===== src/rtl/gpio_pkg.sv =====
package gpio_pkg;
  localparam int ADDR_W  = 3;
  localparam int REG_W   = 32;
  localparam int FIELD_W = 4;

  typedef logic [ADDR_W-1:0] reg_addr_t;

  localparam reg_addr_t ADDR_CFG_LO = 3'd0;
  localparam reg_addr_t ADDR_CFG_HI = 3'd1;
  localparam reg_addr_t ADDR_IN     = 3'd2;
  localparam reg_addr_t ADDR_OUT    = 3'd3;
  localparam reg_addr_t ADDR_SETCLR = 3'd4;
  localparam reg_addr_t ADDR_CLR    = 3'd5;

  // floating input: MODE=00, CNF=01
  localparam logic [FIELD_W-1:0] CFG_RESET = 4'h4;
  localparam logic [1:0]         CNF_PULL  = 2'b10;
endpackage


===== src/rtl/gpio_in_sync.sv =====
module gpio_in_sync #(
  parameter int WIDTH  = 16,
  parameter int STAGES = 2
) (
  input  logic             clk_i,
  input  logic             rst_ni,
  input  logic [WIDTH-1:0] d_i,
  output logic [WIDTH-1:0] q_o
);
  logic [WIDTH-1:0] stg_q [STAGES];

  for (genvar s = 0; s < STAGES; s++) begin : g_stage
    always_ff @(posedge clk_i or negedge rst_ni) begin
      if (!rst_ni) begin
        stg_q[s] <= '0;
      end else if (s == 0) begin
        stg_q[s] <= d_i;
      end else begin
        stg_q[s] <= stg_q[(s == 0) ? 0 : s-1];
      end
    end
  end

  assign q_o = stg_q[STAGES-1];
endmodule


===== src/rtl/gpio_out_data.sv =====
module gpio_out_data #(
  parameter int WIDTH = 16
) (
  input  logic             clk_i,
  input  logic             rst_ni,
  input  logic             load_i,
  input  logic [WIDTH-1:0] load_val_i,
  input  logic [WIDTH-1:0] set_i,
  input  logic [WIDTH-1:0] clr_i,
  output logic [WIDTH-1:0] q_o
);
  logic [WIDTH-1:0] d;

  // set applied after clear so set wins on overlap
  always_comb begin
    if (load_i) d = load_val_i;
    else        d = (q_o & ~clr_i) | set_i;
  end

  always_ff @(posedge clk_i or negedge rst_ni) begin
    if (!rst_ni) q_o <= '0;
    else         q_o <= d;
  end
endmodule


===== src/rtl/gpio_pin_decode.sv =====
module gpio_pin_decode
  import gpio_pkg::*;
(
  input  logic [FIELD_W-1:0] cfg_i,
  input  logic               odr_i,
  output logic               oe_o,
  output logic               od_o,
  output logic               af_o,
  output logic               pe_o,
  output logic               pu_o
);
  logic [1:0] mode;
  logic [1:0] cnf;
  logic       is_out;

  assign mode   = cfg_i[1:0];
  assign cnf    = cfg_i[3:2];
  assign is_out = |mode;

  assign oe_o = is_out;
  assign od_o = is_out & cnf[0];
  assign af_o = is_out & cnf[1];
  assign pe_o = !is_out && (cnf == CNF_PULL);
  assign pu_o = pe_o & odr_i;
endmodule


===== src/rtl/gpio_port_regs.sv =====
module gpio_port_regs
  import gpio_pkg::*;
#(
  parameter int NUM_PINS = 16
) (
  input  logic                clk_i,
  input  logic                rst_ni,
  input  logic                wr_en_i,
  input  logic [ADDR_W-1:0]   addr_i,
  input  logic [REG_W-1:0]    wdata_i,
  output logic [REG_W-1:0]    rdata_o,
  input  logic [NUM_PINS-1:0] pad_in_i,
  input  logic [NUM_PINS-1:0] lock_i,
  output logic [NUM_PINS-1:0] out_val_o,
  output logic [NUM_PINS-1:0] out_en_o,
  output logic [NUM_PINS-1:0] open_drain_o,
  output logic [NUM_PINS-1:0] alt_fn_o,
  output logic [NUM_PINS-1:0] pull_en_o,
  output logic [NUM_PINS-1:0] pull_up_o
);
  localparam int PINS_PER_REG = REG_W / FIELD_W;
  localparam int NUM_CFG_REGS = NUM_PINS / PINS_PER_REG;
  localparam int CLR_HI_LSB   = REG_W / 2;

  logic [NUM_PINS-1:0]           idr_q;
  logic [NUM_PINS-1:0]           odr_q;
  logic [NUM_CFG_REGS*REG_W-1:0] cfg_flat;
  logic                          wr_out, wr_setclr, wr_clr;
  logic [NUM_PINS-1:0]           set_mask, clr_mask;

  assign wr_out    = wr_en_i && (addr_i == ADDR_OUT);
  assign wr_setclr = wr_en_i && (addr_i == ADDR_SETCLR);
  assign wr_clr    = wr_en_i && (addr_i == ADDR_CLR);

  assign set_mask = wr_setclr ? wdata_i[NUM_PINS-1:0] : '0;
  assign clr_mask = wr_setclr ? wdata_i[CLR_HI_LSB +: NUM_PINS] :
                    wr_clr    ? wdata_i[NUM_PINS-1:0] : '0;

  gpio_in_sync #(.WIDTH(NUM_PINS), .STAGES(2)) u_sync (
    .clk_i (clk_i),
    .rst_ni(rst_ni),
    .d_i   (pad_in_i),
    .q_o   (idr_q)
  );

  gpio_out_data #(.WIDTH(NUM_PINS)) u_odr (
    .clk_i     (clk_i),
    .rst_ni    (rst_ni),
    .load_i    (wr_out),
    .load_val_i(wdata_i[NUM_PINS-1:0]),
    .set_i     (set_mask),
    .clr_i     (clr_mask),
    .q_o       (odr_q)
  );

  for (genvar p = 0; p < NUM_PINS; p++) begin : g_pin
    localparam int REG_IDX = p / PINS_PER_REG;
    localparam int BIT_OFF = (p % PINS_PER_REG) * FIELD_W;

    logic               hit;
    logic [FIELD_W-1:0] cfg_q;

    assign hit = wr_en_i && !lock_i[p] &&
                 (addr_i == reg_addr_t'(int'(ADDR_CFG_LO) + REG_IDX));

    always_ff @(posedge clk_i or negedge rst_ni) begin
      if (!rst_ni)  cfg_q <= CFG_RESET;
      else if (hit) cfg_q <= wdata_i[BIT_OFF +: FIELD_W];
    end

    assign cfg_flat[p*FIELD_W +: FIELD_W] = cfg_q;

    gpio_pin_decode u_dec (
      .cfg_i(cfg_q),
      .odr_i(odr_q[p]),
      .oe_o (out_en_o[p]),
      .od_o (open_drain_o[p]),
      .af_o (alt_fn_o[p]),
      .pe_o (pull_en_o[p]),
      .pu_o (pull_up_o[p])
    );
  end

  assign out_val_o = odr_q;

  always_comb begin
    rdata_o = '0;
    for (int k = 0; k < NUM_CFG_REGS; k++) begin
      if (addr_i == reg_addr_t'(int'(ADDR_CFG_LO) + k)) rdata_o = cfg_flat[k*REG_W +: REG_W];
    end
    if (addr_i == ADDR_IN)  rdata_o[NUM_PINS-1:0] = idr_q;
    if (addr_i == ADDR_OUT) rdata_o[NUM_PINS-1:0] = odr_q;
  end
endmodule


===== config.mk =====
export PLATFORM = sky130hd
export DESIGN_NAME = gpio_port_regs
export DESIGN_NICKNAME = d
export VERILOG_FILES = /design/src/rtl/gpio_pkg.sv /design/src/rtl/gpio_in_sync.sv /design/src/rtl/gpio_out_data.sv /design/src/rtl/gpio_pin_decode.sv /design/src/rtl/gpio_port_regs.sv
export SDC_FILE = /design/constraint.sdc
export NUM_CORES = 1
export LEC_CHECK = 0
export BUFFER_PORTS_ARGS = -buffer_cell sky130_fd_sc_hd__buf_2
export CORE_UTILIZATION = 47
export DETAILED_ROUTE_END_ITERATION = 6
export PLACE_DENSITY = 0.89
export SYNTH_ARGS = -nofsm -noshare
export SYNTH_HDL_FRONTEND = slang
export SYNTH_HIERARCHICAL = 1
export SYNTH_SLANG_ARGS = --single-unit

===== constraint.sdc =====
create_clock -name clk_i -period 1.57 [get_ports clk_i]
set_input_delay 0.2355 -clock clk_i [delete_from_list [all_inputs] [get_ports clk_i]]
set_output_delay 0.2355 -clock clk_i [all_outputs]
set_load 0.02 [all_outputs]

==> qor.yml, run 1 <==
outcome:
  outcome: "finished, violations left"
  violations: "setup timing"
worst_setup_path:
  crit_slowest_cell: "dfrtp_2"
  crit_chain: "nor4b_4, buf_4, and2_4, buf_6"
  crit_buf_inv: 2
  worst-setup-path-type: "reg2out"
  cp_data_required_time_ps: 1330
  end_kind: "primary output"
  max_stage_delay_ps: 450
  crit_path_start_kind: "flip-flop"
  timing.rr.start: "g_pin[11].cfg_q[1]"
  ff2ff_path_depth: 3
  r2r_setup_slack_ps: 500
  worstPathMaxFanout: 3
  cp_top_family: "simple AND/OR/NAND/NOR gates"
  cp.arrival_ps: 1570
  rr_endpoint: "g_pin[11].cfg_q[1]"
synth:
  syn-num-nets: 544
  async_flop_share: 1.00
  yosys_warnings: 6
  seq_area_frac_synth: 0.458
  avgSynthCellArea_um2: 13.0
  synth_cell_types: 28
  synth.area.top_cells: "dfrtp_1, mux2_2, dfstp_2"
  synth.most_common_cell: "dfrtp_1"
  synth-main-ff-cell: "dfrtp_1"
  yosysTopAreaCellShare: 0.389
  synth_area_leader_cell: "dfrtp_1"
  synth.cell_area_um2: 6170
  synth_enable_flop_cells: 0
  synth_cells: 474
  synth_common_cells: "dfrtp_1, and2_1, mux2_2, nor2_1, mux2_1"
  ys_ff_latch: 112
timing:
  worstMarginPinSlew_ps: 391
  fin_worst_skew_ps: 3.77
  holdWs_ps: 161
  rsz0062_at_grt: "yes"
  setup_violations: 60
  fin_ws_ps: -234
  finalCriticalPeriod_ps: 1800
  max_freq_mhz: 554
  final.period_utilization: 1.15
  finalHoldViolations: 0
  relSlewSlack: 0.739
  slew_viol_final: 0
clock_network:
  cts-htree-levels: 3
  cts_sinks: 112
  clk_pin_slew_worst_paths_ps: 70
  insertion_delay_ps: 350
  cts_root_buf: "clkbuf_16"
  clock_path_buffers: 2
  cts_buffers: 9
  cts_tree: "yes"
power_and_ir_drop:
  power_density_nw_per_um2: 1260
  peakVddDrop_uv: 669
  leakage_nw: 4.42
hold_path:
  min_to: "g_pin[5].cfg_q[1]"
  worstHoldPathCells: 2
  hp-class: "in2reg"
  hold_path.startpoint: "wdata_i[21]"
route:
  wire_per_inst_um: 20.9
  drt-vias-per-instance: 5.29
  drt-total-wl_mm: 19.4
  drc: 0
  num_vias: 4916
  drtIter0Drc: 193
  first_pass_iters: 4
  ant_nets: 0
grt:
  antenna_found_initial: 2
  grt_first_pass_wirelength_mm: 27.8
  grt-ovfl-total: 0
  grt_pass1_vias: 5147
  grt_max_degree: 65
  track_usage: 0.280
floorplan:
  row_count: 41
  die-area_um2: 13600
  die_x_um: 117
  die_y_um: 117
  io_pins: 198
  initial_utilization: 0.485
  core_area_um2: 12700
job:
  max_cap_viol_count: 0
place:
  portBuffers: 197
  placed_area_um2: 7510
  dp_slack_ps: -169
  gp_congestion: 0.812
  hpwl_mm: 12.4
layout:
  area_growth_syn_to_layout_pct: 49.8
  drive_gt1_frac: 0.689
  final_nets: 820
  nFillCells: 789
  final_area_um2: 9250
## state kept, by name, summed over array words and instances, names as in the netlist
name	count
g_pin.cfg_q	64
u_odr/q_o	16
u_sync/q_o	16
u_sync/stg_q	16
## cells by family (layout without fill, tap and decap cells)
| family | count (synthesis) | in the layout | share of synthesized area |
|---|---|---|---|
| flops | 112 | 112 | 0.458 |
| other cells | 0 | 2 | 0 |
| buf+inv | 36 | 317 | 0.0402 |
| compound gates | 32 | 32 | 0.0454 |
| simple gates | 198 | 198 | 0.256 |
| mux | 96 | 96 | 0.201 |
## worst max-delay path by stage
stage                             startpoint                  to  slack (ps)  cells past startpoint
after global placement             addr_i[2]   g_pin[0].cfg_q[3]        -100                      5
final                     g_pin[11].cfg_q[0]       pull_up_o[11]        -230                      4
after detailed placement           addr_i[2]  g_pin[14].cfg_q[3]        -170                      6
after CTS                 g_pin[11].cfg_q[0]         rdata_o[12]        -210                      3
after floorplan                    addr_i[2]         rdata_o[21]         -40                      5
after global routing      g_pin[11].cfg_q[0]       pull_up_o[11]        -260                      4
## worst register-to-register path, delay by kind of cell (launching register included)
| family | cells | cell delay, ps |
|---|---|---|
| multiplexers | 1 | 260 |
| flip-flops | 1 | 450 |
| buffers and inverters | 2 | 250 |
## cell type report
cell class / instances / area [um^2] / share of cell area
Sequential cell: 112 / 2850 / 0.308
Tap cell: 172 / 215 / 0.0233
Clock buffer: 10 / 239 / 0.0258
Multi-Input combinational cell: 326 / 3400 / 0.368
Clock inverter: 6 / 91.3 / 0.00988
Antenna cell: 2 / 5.00 / 0.000541
Timing Repair Buffer: 301 / 2440 / 0.264
## per-stage QoR
| stage | util | total power [mW] | setup TNS, ps | cells |
|---|---|---|---|---|
| global route | 0.727 | 12.1 | -9180 | 929 |
| floorplan | - | 6.24 | -634 | 474 |
| CTS | 0.698 | 11.2 | -6740 | 916 |
| global placement | 0.590 | 7.39 | -5700 | 837 |
| finish | 0.727 | 11.7 | -6140 | 929 |
| detailed placement | 0.590 | 7.52 | -8540 | 837 |
## layer usage
metal  vias up  global-route usage  share of wire
met5         -                   0              0
met1      2480               0.332           0.39
li1       2189                   -              -
met3        46              0.0477          0.049
met2       201               0.503           0.52
met4         0               0.112          0.036
## power breakdown
part           switching [mW]  total [mW]  internal [mW]  leakage (nW)
registers               0.609        4.12           3.51          1.29
logic                    2.24        5.04           2.80          2.98
clock network            1.08        2.52           1.45         0.151
total                    3.92        11.7           7.76          4.42
## placed cells by master, fill, tap and decap left out, types with 17 or more instances in the layout
cell / instances
dlygate4sd3_1: 17
dfrtp_1: 75
buf_2: 109
and2_1: 23
buf_6: 87
dfrtp_2: 21
buf_4: 81
mux2_2: 36
mux2_4: 18
nor2_1: 38
and2_4: 41
## what timing repair did
action | 4_1_cts | 5_1_grt
resized for setup | 182 | 93
pin swaps | 70 | 31
setup endpoints to repair | 87 | 98
endpoints found under the hold margin | 112 | 0
setup buffers | 46 | 11
hold buffers | 17 | 0
Note: power is estimated with default switching activity, not from simulation.
==> run 2, diff against run 1 <==
- CORE_UTILIZATION: 47 -> 52
- MAX_ROUTING_LAYER: not set -> met4
- PLACE_DENSITY: 0.89 -> 0.92
- clock period: 1.57 -> 1.9 ns (I/O delays scaled with it)
==> qor.yml, run 2 (same netlist as run 1, synthesis figures left out) <==
layout:
  area_growth_syn_to_layout_pct: 24.4
  drive_gt1_frac: 0.530
  nFillCells: 849
  multiInputGateArea_um2: 3100
  utilization: 0.669
  regMostFlops: "g_pin.cfg_q"
  final_cell_mix: "buf_2, dfrtp_1, and2_1, mux2_2, nor2_1"
  largest_reg_flops: 64
  final_common_cell: "buf_2"
  regArea_um2: 2830
  final_nets: 742
worst_setup_path:
  crit_path_start_kind: "flip-flop"
  ff2ff_path_depth: 1
  worst-setup-path-type: "reg2out"
  crit_chain: "mux4_2, nor2b_1, buf_2"
  startpoint: "u_odr/q_o[6]"
  timing.rr.start: "g_pin[4].cfg_q[1]"
  r2r_setup_slack_ps: 1020
  crit_slowest_cell: "mux4_2"
  worstPathMaxFanout: 4
  cp.arrival_ps: 1560
  max_stage_delay_ps: 480
  rr_endpoint: "g_pin[4].cfg_q[1]"
  cp_data_required_time_ps: 1620
  end_kind: "primary output"
  cp-endpoint: "rdata_o[6]"
clock_network:
  cts-htree-levels: 3
  cts_sinks: 112
  cts_root_buf: "clkbuf_16"
  cts_buffers: 9
  insertion_delay_ps: 340
  cts_tree: "yes"
  clock_path_buffers: 2
  clk_pin_slew_worst_paths_ps: 70
grt:
  grt-ovfl-total: 0
  grt_pass1_vias: 4604
  grt_max_degree: 37
  antenna_found_initial: 0
  grt_first_pass_wirelength_mm: 24.9
  track_usage: 0.271
timing:
  setup_violations: 0
  finalHoldViolations: 0
  relSlewSlack: 0.516
  rsz0062_at_grt: "no"
  fin_worst_skew_ps: 5.73
  slew_viol_final: 0
  worstMarginPinSlew_ps: 726
  finalCriticalPeriod_ps: 1850
  finalSetupTns_ps: 0
  max_freq_mhz: 541
  final.period_utilization: 0.973
floorplan:
  die-area_um2: 12300
  row_count: 39
  core_area_um2: 11500
  die_x_um: 111
  initial_utilization: 0.538
  io_pins: 198
  die_y_um: 111
route:
  drt-vias-per-instance: 5.45
  drtIter0Drc: 226
  first_pass_iters: 4
  drt-total-wl_mm: 15.8
  wire_per_inst_um: 19.2
  drc: 0
  ant_nets: 0
  num_vias: 4471
place:
  hpwl_mm: 12.2
  portBuffers: 197
  gp_congestion: 0.873
power_and_ir_drop:
  power_density_nw_per_um2: 1050
  leakage_nw: 3.78
  peakVddDrop_uv: 539
  finalPower_mw: 8.07
job:
  max_cap_viol_count: 0
hold_path:
  hp-class: "in2reg"
outcome:
  outcome: "finished clean"
run 2: changes by cell type in the layout (fill, tap and decap cells not counted), sizes merged:
cell,change
buf,-62
dlygate4sd3,-16
clkbuf,+3
clkinvlp,-3
clkinv,+1
diode,-1
inv,-1
run 2: worst min path at each step:
| stage | from | endpoint | slack [ps] | cells past startpoint |
|---|---|---|---|---|
| after floorplan | rst_ni | g_pin[0].cfg_q[0] | -10 | 0 |
| after global placement | rst_ni | g_pin[8].cfg_q[3] | 270 | 1 |
| after detailed placement | rst_ni | g_pin[8].cfg_q[3] | 270 | 1 |
| after CTS | pad_in_i[4] | u_sync/stg_q[20] | 30 | 1 |
| after global routing | pad_in_i[10] | u_sync/stg_q[26] | 30 | 1 |
| final | pad_in_i[15] | u_sync/stg_q[31] | 50 | 1 |
run 2: what timing repair did:
item	4_1_cts	5_1_grt
buffers inserted	0	5
endpoints found under the hold margin	28	0
setup endpoints to repair	1	4
hold buffers	1	0
gates resized for setup	1	3
run 2: stage by stage:
stage | cells | cell area [um^2] | worst slack (ps) | hold WS, ps
3_5_place_dp | 798 | 7300 | 26.4 | 272
2_1_floorplan | 474 | 6170 | 193 | -10.6
6_report | 821 | 7670 | 51.9 | 45.7
4_1_cts | 815 | 7630 | 19.0 | 29.5
5_1_grt | 820 | 7670 | 5.29 | 26.8
3_3_place_gp | 798 | 7300 | 58.1 | 270
run 2: cell type report:
class | count | share of cell area
multi-input combinational | 326 | 0.404
sequential | 112 | 0.369
timing repair buffer | 223 | 0.163
clock buffer | 13 | 0.0326
tap | 143 | 0.0233
clock inverter | 3 | 0.00848
antenna | 1 | 0.000326
run 2: layer usage:
layer / track usage / up-vias / wire [um]
li1: - / 2038 / -
met1: 0.331 / 2223 / 6480
met2: 0.448 / 184 / 8010
met3: 0.0530 / 26 / 1000
met4: 0.100 / 0 / 299
met5: - / - / 0
run 2: worst max-delay path, delay by kind of cell, from the launching register on:
family                 cells  cell delay [ps]
buffers and inverters      1              160
DFF                        1              440
muxes                      1              480
and+or+nand+nor            1              150
run 2: report_power, final:
part / internal [mW] / switching [mW] / total (mW)
Sequential: 2.88 / 0.585 / 3.47
Combinational: 1.21 / 1.40 / 2.61
Clock: 1.19 / 0.802 / 1.99
